## src/rtl/irqc_pkg.sv

```systemverilog
package irqc_pkg;

  localparam int WORD_W = 32;
  localparam int IDX_W  = 3;

  typedef enum logic [IDX_W-1:0] {
    RG_STAT   = 3'd0,
    RG_PEND   = 3'd1,
    RG_ENAB   = 3'd2,
    RG_ACK    = 3'd3,
    RG_SETEN  = 3'd4,
    RG_CLREN  = 3'd5,
    RG_VEC    = 3'd6,
    RG_MASTER = 3'd7
  } reg_idx_e;

  // Lowest set bit index, all ones when the word is empty.
  function automatic logic [WORD_W-1:0] lowest_vec(input logic [WORD_W-1:0] v);
    logic [WORD_W-1:0] r;
    r = '1;
    for (int k = WORD_W - 1; k >= 0; k--) begin
      if (v[k]) r = WORD_W'(k);
    end
    return r;
  endfunction

  // Status update: software load, then acknowledge, then capture on top.
  function automatic logic [WORD_W-1:0] status_next(
    input logic [WORD_W-1:0] cur,
    input logic              sw_load,
    input logic [WORD_W-1:0] sw_val,
    input logic              ack_hit,
    input logic [WORD_W-1:0] ack_val,
    input logic [WORD_W-1:0] cap
  );
    logic [WORD_W-1:0] r;
    r = sw_load ? sw_val : cur;
    if (ack_hit) r = r & ~ack_val;
    return r | cap;
  endfunction

  function automatic logic [WORD_W-1:0] enable_next(
    input logic [WORD_W-1:0] cur,
    input logic              load,
    input logic              set_hit,
    input logic              clr_hit,
    input logic [WORD_W-1:0] val
  );
    logic [WORD_W-1:0] r;
    r = cur;
    if (load)    r = val;
    if (set_hit) r = r | val;
    if (clr_hit) r = r & ~val;
    return r;
  endfunction

endpackage

```

## src/rtl/irqc_capture.sv

```systemverilog
module irqc_capture #(
  parameter int               NUM_SRC     = 32,
  parameter logic [NUM_SRC-1:0] KIND_EDGE = '0,
  parameter int               SYNC_STAGES = 2
) (
  input  logic               clk,
  input  logic               rst_n,
  input  logic [NUM_SRC-1:0] raw_in,
  input  logic               hw_en,
  output logic [NUM_SRC-1:0] cap_req
);

  localparam int TOP = SYNC_STAGES - 1;

  logic [NUM_SRC-1:0] synced;
  logic [NUM_SRC-1:0] prev;

  for (genvar i = 0; i < NUM_SRC; i++) begin : g_src
    logic [SYNC_STAGES-1:0] chain;

    always_ff @(posedge clk or negedge rst_n) begin
      if (!rst_n) begin
        chain   <= '0;
        prev[i] <= 1'b0;
      end else begin
        chain   <= {chain[SYNC_STAGES-2:0], raw_in[i]};
        prev[i] <= chain[TOP];
      end
    end

    assign synced[i] = chain[TOP];

    if (KIND_EDGE[i]) begin : g_edge
      assign cap_req[i] = hw_en & synced[i] & ~prev[i];
    end else begin : g_level
      assign cap_req[i] = hw_en & synced[i];
    end
  end

  // nothing is requested while capture is gated off
  assert_gate_off_R11: assert property (@(posedge clk) disable iff (!rst_n)
    !hw_en |-> (cap_req == '0));

endmodule

```

## src/rtl/irqc_vector.sv

```systemverilog
module irqc_vector #(
  parameter int NUM_SRC = 32
) (
  input  logic                          clk,
  input  logic                          rst_n,
  input  logic [NUM_SRC-1:0]            pend,
  output logic [irqc_pkg::WORD_W-1:0]   vec,
  output logic                          any
);
  import irqc_pkg::*;

  logic [WORD_W-1:0] pend_w;

  assign pend_w = WORD_W'(pend);
  assign vec    = lowest_vec(pend_w);
  assign any    = (vec != '1);

  // the reported source is pending and nothing below it is
  assert_vec_lowest_R3: assert property (@(posedge clk) disable iff (!rst_n)
    any |-> (pend_w[vec[4:0]] && ((pend_w & ((WORD_W'(1) << vec[4:0]) - 1)) == '0)));

  assert_vec_empty_R3: assert property (@(posedge clk) disable iff (!rst_n)
    !any |-> (pend_w == '0));

endmodule

```

## src/rtl/irqc_regs.sv

```systemverilog
module irqc_regs #(
  parameter int NUM_SRC = 32
) (
  input  logic                        clk,
  input  logic                        rst_n,
  input  logic                        wr_en,
  input  logic [irqc_pkg::IDX_W-1:0]  wr_idx,
  input  logic [irqc_pkg::WORD_W-1:0] wdata,
  input  logic [NUM_SRC-1:0]          cap,
  output logic [NUM_SRC-1:0]          status,
  output logic [NUM_SRC-1:0]          enable,
  output logic [1:0]                  master
);
  import irqc_pkg::*;

  logic wr_stat, wr_ack, wr_enab, wr_set, wr_clr, wr_master;
  logic [WORD_W-1:0] stat_n, enab_n;

  assign wr_stat   = wr_en && (wr_idx == RG_STAT) && !master[1];
  assign wr_ack    = wr_en && (wr_idx == RG_ACK);
  assign wr_enab   = wr_en && (wr_idx == RG_ENAB);
  assign wr_set    = wr_en && (wr_idx == RG_SETEN);
  assign wr_clr    = wr_en && (wr_idx == RG_CLREN);
  assign wr_master = wr_en && (wr_idx == RG_MASTER);

  always_comb begin
    stat_n = status_next(WORD_W'(status), wr_stat, wdata, wr_ack, wdata, WORD_W'(cap));
    enab_n = enable_next(WORD_W'(enable), wr_enab, wr_set, wr_clr, wdata);
  end

  always_ff @(posedge clk or negedge rst_n) begin
    if (!rst_n) begin
      status <= '0;
      enable <= '0;
      master <= '0;
    end else begin
      status <= stat_n[NUM_SRC-1:0];
      enable <= enab_n[NUM_SRC-1:0];
      if (wr_master) master <= wdata[1:0];
    end
  end

  // acknowledged bits with no competing capture are clear next cycle
  assert_ack_clears_R7: assert property (@(posedge clk) disable iff (!rst_n)
    wr_ack |=> ((status & $past(wdata[NUM_SRC-1:0] & ~cap)) == '0));

  // a capture always leaves its bit set
  assert_capture_wins_R12: assert property (@(posedge clk) disable iff (!rst_n)
    (cap != '0) |=> ((status & $past(cap)) == $past(cap)));

  // with capture on, only an acknowledge can clear status bits
  assert_sw_locked_R6: assert property (@(posedge clk) disable iff (!rst_n)
    (master[1] && !wr_ack) |=> (($past(status) & ~status) == '0));

  // with capture off and no software load, no status bit appears
  assert_no_new_bits_R11: assert property (@(posedge clk) disable iff (!rst_n)
    (!master[1] && !(wr_en && wr_idx == RG_STAT)) |=> ((status & ~$past(status)) == '0));

  // set-enable leaves every written bit set
  assert_set_enable_R8: assert property (@(posedge clk) disable iff (!rst_n)
    wr_set |=> ((enable & $past(wdata[NUM_SRC-1:0])) == $past(wdata[NUM_SRC-1:0])));

  // clear-enable leaves every written bit clear
  assert_clr_enable_R8: assert property (@(posedge clk) disable iff (!rst_n)
    wr_clr |=> ((enable & $past(wdata[NUM_SRC-1:0])) == '0));

endmodule

```

## src/rtl/irqc_top.sv

```systemverilog
module irqc_top #(
  parameter int                 NUM_SRC     = 32,
  parameter logic [NUM_SRC-1:0] KIND_EDGE   = '0,
  parameter int                 SYNC_STAGES = 2,
  parameter int                 ADDR_W      = 5
) (
  input  logic               clk,
  input  logic               rst_n,
  input  logic [ADDR_W-1:0]  bus_addr,
  input  logic               bus_we,
  input  logic [31:0]        bus_wdata,
  output logic [31:0]        bus_rdata,
  input  logic [NUM_SRC-1:0] irq_in,
  output logic               irq_out
);
  import irqc_pkg::*;

  logic [IDX_W-1:0]   idx;
  logic [NUM_SRC-1:0] cap, status, enable, pend;
  logic [1:0]         master;
  logic [WORD_W-1:0]  vec;
  logic               any;

  assign idx = bus_addr[IDX_W+1:2];

  irqc_capture #(
    .NUM_SRC(NUM_SRC), .KIND_EDGE(KIND_EDGE), .SYNC_STAGES(SYNC_STAGES)
  ) u_cap (
    .clk(clk), .rst_n(rst_n), .raw_in(irq_in), .hw_en(master[1]), .cap_req(cap)
  );

  irqc_regs #(.NUM_SRC(NUM_SRC)) u_regs (
    .clk(clk), .rst_n(rst_n), .wr_en(bus_we), .wr_idx(idx), .wdata(bus_wdata),
    .cap(cap), .status(status), .enable(enable), .master(master)
  );

  assign pend = status & enable;

  irqc_vector #(.NUM_SRC(NUM_SRC)) u_vec (
    .clk(clk), .rst_n(rst_n), .pend(pend), .vec(vec), .any(any)
  );

  assign irq_out = master[0] & any;

  always_comb begin
    unique case (idx)
      RG_STAT:   bus_rdata = WORD_W'(status);
      RG_PEND:   bus_rdata = WORD_W'(pend);
      RG_ENAB:   bus_rdata = WORD_W'(enable);
      RG_VEC:    bus_rdata = vec;
      RG_MASTER: bus_rdata = WORD_W'(master);
      default:   bus_rdata = '0;
    endcase
  end

  // the interrupt output agrees with the vector finder and the gate
  assert_irq_gate_R4: assert property (@(posedge clk) disable iff (!rst_n)
    irq_out |-> (master[0] && (vec != '1)));

  // master reads never show bits above 1
  assert_master_width_R5: assert property (@(posedge clk) disable iff (!rst_n)
    (idx == RG_MASTER) |-> (bus_rdata[31:2] == '0));

endmodule

```

## config.mk

```make
export PLATFORM = sky130hd
export DESIGN_NAME = irqc_top
export DESIGN_NICKNAME = d
export VERILOG_FILES = /design/src/rtl/irqc_pkg.sv /design/src/rtl/irqc_capture.sv /design/src/rtl/irqc_vector.sv /design/src/rtl/irqc_regs.sv /design/src/rtl/irqc_top.sv
export SDC_FILE = /design/constraint.sdc
export NUM_CORES = 1
export LEC_CHECK = 0
export BUFFER_PORTS_ARGS = -buffer_cell sky130_fd_sc_hd__buf_2
export CAP_MARGIN = 20
export CORE_ASPECT_RATIO = 0.6
export CORE_UTILIZATION = 60
export CTS_CLUSTER_DIAMETER = 40
export CTS_CLUSTER_SIZE = 10
export DETAILED_ROUTE_END_ITERATION = 7
export GPL_TIMING_DRIVEN = 0
export PLACE_DENSITY = 0.87
export SLEW_MARGIN = 5
export SYNTH_ARGS = -nofsm -noshare
export SYNTH_HDL_FRONTEND = slang
export SYNTH_SLANG_ARGS = --single-unit
```

## constraint.sdc

```tcl
create_clock -name clk -period 4.3 [get_ports clk]
set_input_delay 0.86 -clock clk [delete_from_list [all_inputs] [get_ports clk]]
set_output_delay 0.86 -clock clk [all_outputs]
set_load 0.1 [all_outputs]
```

* Word level (Yosys, flattened, before mapping)
Index checks and enable logic that the tools add are counted.
Word-level totals: input port bits 72, output and inout port bits 33, word-level logic and storage cells 129, register bits 130
Operators by class: reductions and logical operators 9, mux-type cells 38, eq/ne operators 8, bitwise logic cells 39
Operators with widths (count):
- 32-bit 2-to-1 mux | 37
- 32-bit case mux with 5 select lines | 1
- 32-bit AND | 3
- 32-bit OR | 2
- 1-bit AND | 33
- 32-bit != test, second input constant | 1
- 32-bit NOT | 1
- 3-bit equality test, second input constant | 4
- 1-bit logical AND | 7
- 3-bit by 2-bit equality test with 1-bit output, second input constant | 2
- 3-bit by 1-bit equality test with 1-bit output, second input constant | 1
- 3-bit logical NOT | 1
- 1-bit logical NOT | 1

* Longest topological paths before layout
word-level depth 35, depth in mapped cells 7, depth with buffers taken out 5

* Hierarchy
From an unflattened synthesis, not the netlist that was laid out.
Second synthesis, totals: cells, all modules 647, area total of the unflattened synthesis 6710.2 um2
Modules (own cells, without submodules):
- irqc_regs | area each 3158.0 um2, instances 1, cells each 300
- irqc_capture | area each 1856.8 um2, instances 1, cells each 99
- irqc_top | area each 1131.1 um2, instances 1, cells each 155
- irqc_vector | area each 564.3 um2, instances 1, cells each 93

* Worst setup path before layout
OpenSTA, ideal clock, no wires.
path kind input-to-output, start in bus_addr[3], end out bus_rdata[25], cell stages on the path 5, slack -0.259 ns, data arrival time 3.699 ns, cells stage by stage buf_2 buf_2 mux2i_1 o22a_1 o21ai_0
On the way: longest elaborated chain between the ends 2, elaborated cells on any way between the ends 6
RTL lines:
- start: declaration | RTL line irqc_top.sv:9 | input logic [ADDR_W-1:0] bus_addr,
- 3-bit equality test (tied with other cells) | RTL line irqc_top.sv:46 | unique case (idx)
- 32-bit case mux with 5 select lines * | RTL line irqc_top.sv:46
- end: declaration | RTL line irqc_top.sv:12 | output logic [31:0] bus_rdata,
Every way passes the cells marked *; elsewhere a longest branch is shown, timed or not.

* Worst setup path in the final report
start in bus_addr[2], end out bus_rdata[12]
Same word-level chain as after synthesis.

==> impl_summary.log <==
INFO  metric run_status = finished, final reports clean
INFO  metric p_leak = 3.288 nW
INFO  metric synth_fp_nets = 675
INFO  metric vias_per_cell = 6.492
INFO  metric floorplan.rows = 27
INFO  metric critical_path_depth = 8
INFO  metric cts_htree_levels = 4
INFO  metric cts.sinks = 130
INFO  metric max_clock_freq = 0.2692 GHz
INFO  metric reg2reg_slack = 2.21 ns
INFO  metric synth_top_flop_cell = sky130_fd_sc_hd__dfrtp_1
INFO  metric design.final.nets = 797
INFO  metric finClkSkew = 0.008140 ns
INFO  metric largest_net_degree_at_the_start_of_global_routing = 90
INFO  metric netSwitchingPower = 1.555 mW
INFO  metric cts.repair.resized = 0
INFO  metric worst-path-max-fanout = 10
INFO  metric depth_of_the_worst_register_to_register_path = 5
INFO  metric hold_path.class = reg -> reg
INFO  metric antenna_cells_inserted = 0
INFO  metric worstPathRequired = 3.44 ns
INFO  metric flow.area_growth_from_synthesis = 21.48%
INFO  metric cp_cell_sequence = buf_2 -> nor2b_4 -> nand4_2 -> or3_1 -> nand2b_4 -> buf_6 -> o21ai_1 -> buf_2
INFO  metric gr-usage-all-layers = 37.05%
INFO  metric tritoncts = yes
INFO  metric clk_pin_slew_worst_paths = 0.06 ns
INFO  metric setup_viol = 0
INFO  metric route.detailed.drc = 0
INFO  metric post_synth_inst_count = 603
INFO  metric clock_tree.buffer_depth = 2
INFO  metric port-buffer-count = 102
INFO  metric power_frac_comb = 27.1%
INFO  metric cts-hold-fix-buffers = 0
INFO  metric final-hold-violation-count = 0
INFO  metric synth-async-reset-ratio = 100.0%
INFO  metric worst_path_class_setup = in -> out
INFO  metric synth.ff_latch_count = 130
INFO  metric gp_routability_congestion = 0.9697
INFO  metric num-fill-cells = 650
INFO  metric drive_above_1_share = 23.85%
INFO  metric max_slew_margin = 44.62%
INFO  metric cts_setup_buffers = 0
INFO  metric grt-ovfl-total = 0
INFO  metric synth-edff-count = 0
INFO  metric placeableCoreArea = 0.009425 mm²
INFO  metric synthMostInstantiatedCell = sky130_fd_sc_hd__dfrtp_1
INFO  metric clk_latency = 0.42 ns
INFO  metric timing.hold.worst_path_depth = 0
INFO  metric worst_path_dominant_cell_family = simple AND/OR/NAND/NOR gates
INFO  metric avgSynthCellArea = 9.931 µm²
INFO  metric via_count = 5635
INFO  metric drt_wl_total = 17770 µm
INFO  metric ys_top_cells_by_area = sky130_fd_sc_hd__dfrtp_1 54%, sky130_fd_sc_hd__nand2_1 6.0%, sky130_fd_sc_hd__a22oi_1 4.9%
INFO  metric critPathMostFrequentCell = sky130_fd_sc_hd__buf_2
INFO  metric synth.yosys.warnings = 0
INFO  metric antenna_violating_nets_post_route = 0
INFO  metric route.detailed.wl_per_inst = 20.47 µm
INFO  metric synth_largest_type_area_fraction = 54.33%
INFO  metric power.density = 562.7 mW/mm²
INFO  metric layout.cells.non_filler = 868
INFO  metric critical_path_arrival = 2.85 ns
INFO  metric timing.critical_path.to_type = output pin
INFO  metric rsz0062_at_grt = no
INFO  metric mappedNetlistArea = 0.005988 mm²
INFO  metric pwr-share-clk = 34.3%
INFO  metric drt_iter0_markers = 1038
INFO  metric cap_viol_max_count = 0
INFO  metric antenna_found_initial = 0
INFO  metric first_pass_grt_wire_length = 28280 µm
INFO  metric cts_root_buffer = sky130_fd_sc_hd__clkbuf_16
INFO  metric synth.yosys.seq_area_share = 54.33%
INFO  metric die_height = 79.39 µm
INFO  metric placed_cells_incl_taps = 836
INFO  metric timing.critical_path.buf_inv = 3
INFO  metric timing.critical_path.slowest_cell_delay = 0.47 ns
INFO  metric crit_slowest_cell = sky130_fd_sc_hd__buf_2
INFO  metric floorplan.die.width = 131.0 µm
INFO  metric dr.pass1.iters = 6
INFO  metric numCtsBuffers = 17
INFO  metric power_report.internal_total = 2.538 mW
INFO  metric synth_largest_area_cell = sky130_fd_sc_hd__dfrtp_1
INFO  metric seq_power_share = 38.6%
INFO  metric fin_max_slew_vios = 0
INFO  metric dp.final_hpwl = 12420 µm
INFO  metric grt_pass1_vias = 5458
INFO  metric synthDistinctLibCells = 50
INFO  metric critical_path.startpoint_type = input pin
INFO  metric worst_slew_pin_slew = 0.8307 ns
INFO  metric boundaryPins = 105
INFO  metric layout_min_cycle_time = 3.714 ns
INFO  metric finalCritPeriodShare = 86.37%
INFO  metric power.switching_fraction = 38.00%
INFO  metric die_area = 0.01040 mm²
INFO  metric ys_top_cells_by_count = 130 x sky130_fd_sc_hd__dfrtp_1, 95 x sky130_fd_sc_hd__nand2_1, 46 x sky130_fd_sc_hd__o21ai_0, 43 x sky130_fd_sc_hd__nor2_1
INFO  metric fin_tns_setup = 0 ns
INFO  metric starting_density_of_the_core = 63.53%
INFO  metric power.ir.vdd_worst = 0.3563 mV
## final cells by class
class | instances | area (µm²) | share of cell area (%)
sequential | 130 | 3253 | 44.72
multi-input combinational | 430 | 2550 | 35.05
timing repair buffer | 103 | 544.3 | 7.482
clock buffer | 18 | 429.2 | 5.900
buffer | 41 | 185.2 | 2.546
tap | 130 | 162.7 | 2.236
clock inverter | 14 | 142.6 | 1.961
inverter | 2 | 7.507 | 0.1032
## sequential cells by signal, summed over array words and instances (netlist names)
| signal | flops |
|---|---|
| u_regs.enable | 32 |
| u_regs.status | 32 |
| u_cap.g_src.chain | 64 |
| u_regs.master | 2 |
## placed cells by master, fill, tap and decap left out, types with 2 or more instances in the layout
master	n
sky130_fd_sc_hd__a21oi_1	39
sky130_fd_sc_hd__a22o_1	2
sky130_fd_sc_hd__a22oi_1	39
sky130_fd_sc_hd__a22oi_2	3
sky130_fd_sc_hd__a31oi_1	8
sky130_fd_sc_hd__a32o_1	2
sky130_fd_sc_hd__a32oi_1	16
sky130_fd_sc_hd__buf_2	114
sky130_fd_sc_hd__buf_6	3
sky130_fd_sc_hd__clkbuf_1	27
sky130_fd_sc_hd__clkbuf_16	17
sky130_fd_sc_hd__clkinv_4	2
sky130_fd_sc_hd__clkinvlp_4	2
sky130_fd_sc_hd__dfrtp_1	130
sky130_fd_sc_hd__inv_6	6
sky130_fd_sc_hd__inv_8	2
sky130_fd_sc_hd__mux2_2	2
sky130_fd_sc_hd__mux2i_1	19
sky130_fd_sc_hd__nand2_1	95
sky130_fd_sc_hd__nand2b_1	17
sky130_fd_sc_hd__nand3_1	9
sky130_fd_sc_hd__nor2_1	43
sky130_fd_sc_hd__o211ai_1	2
sky130_fd_sc_hd__o21ai_0	39
sky130_fd_sc_hd__o21ai_1	41
sky130_fd_sc_hd__o21ai_2	13
sky130_fd_sc_hd__o22a_1	12
sky130_fd_sc_hd__o22ai_1	3
sky130_fd_sc_hd__or3_1	2
## path summary, 6_finish.rpt
check | from | to
worst max-delay path | bus_addr[2] | bus_rdata[12]
worst min-delay path | u_cap.g_src[1].chain[0]$_DFF_PN0_ | u_cap.g_src[1].chain[1]$_DFF_PN0_
worst max register to register | u_regs.master[1]$_DFFE_PN0P_ | u_regs.status[10]$_DFF_PN0_
worst min register to register | u_cap.g_src[1].chain[0]$_DFF_PN0_ | u_cap.g_src[1].chain[1]$_DFF_PN0_
max in group asynchronous | rst_n | u_regs.enable[15]$_DFF_PN0_
min in group asynchronous | rst_n | u_regs.status[29]$_DFF_PN0_
## stage by stage
step                      util, %  area [µm²]  setup slack (ns)  total power [mW]  hold slack (ns)
after floorplan                 -        5996            0.3586             2.359           0.3312
after global placement      70.76        6669            0.6825             2.612           0.3311
after detailed placement    71.11        6703            0.6708             2.664           0.3347
after CTS                   77.18        7274            0.6531             4.063           0.3442
after global routing        77.18        7274            0.5464             4.248           0.3464
final                       77.18        7274            0.5860             4.093           0.3420
## power by group through the flow
stage | clock, mW | combinational (mW) | sequential, mW
2_1_floorplan | 0 | 0.830 | 1.53
3_3_place_gp | 0 | 1.04 | 1.57
3_5_place_dp | 0 | 1.08 | 1.59
4_1_cts | 1.41 | 1.09 | 1.57
5_1_grt | 1.47 | 1.19 | 1.59
6_report | 1.40 | 1.11 | 1.58
## kinds of logic after synthesis
group / count (synthesis) / share of synthesized area (%)
compound gates: 228 / 24.74
mux: 21 / 3.552
xor+xnor: 1 / 0.1463
buf+inv: 43 / 3.217
flops: 130 / 54.33
simple gates: 180 / 14.02
## worst register-to-register path: cells and delay by family (launching register included)
family                 cells  cell delay (ns)
and+or+nand+nor            1             0.67
buffers and inverters      2             0.56
AOI/OAI and AO/OA          2             0.39
DFF                        1             0.36
## routing by layer
metal	share of wire, %	vias to the layer above	routed length (µm)	track usage, %
met1	40	2639	7123	52.22
met3	14	64	2477	11.33
met5	0	-	0	0
met4	2.4	0	427	11.72
met2	44	495	7743	54.97
li1	-	2437	-	-
(Power assumes the default switching activity.)
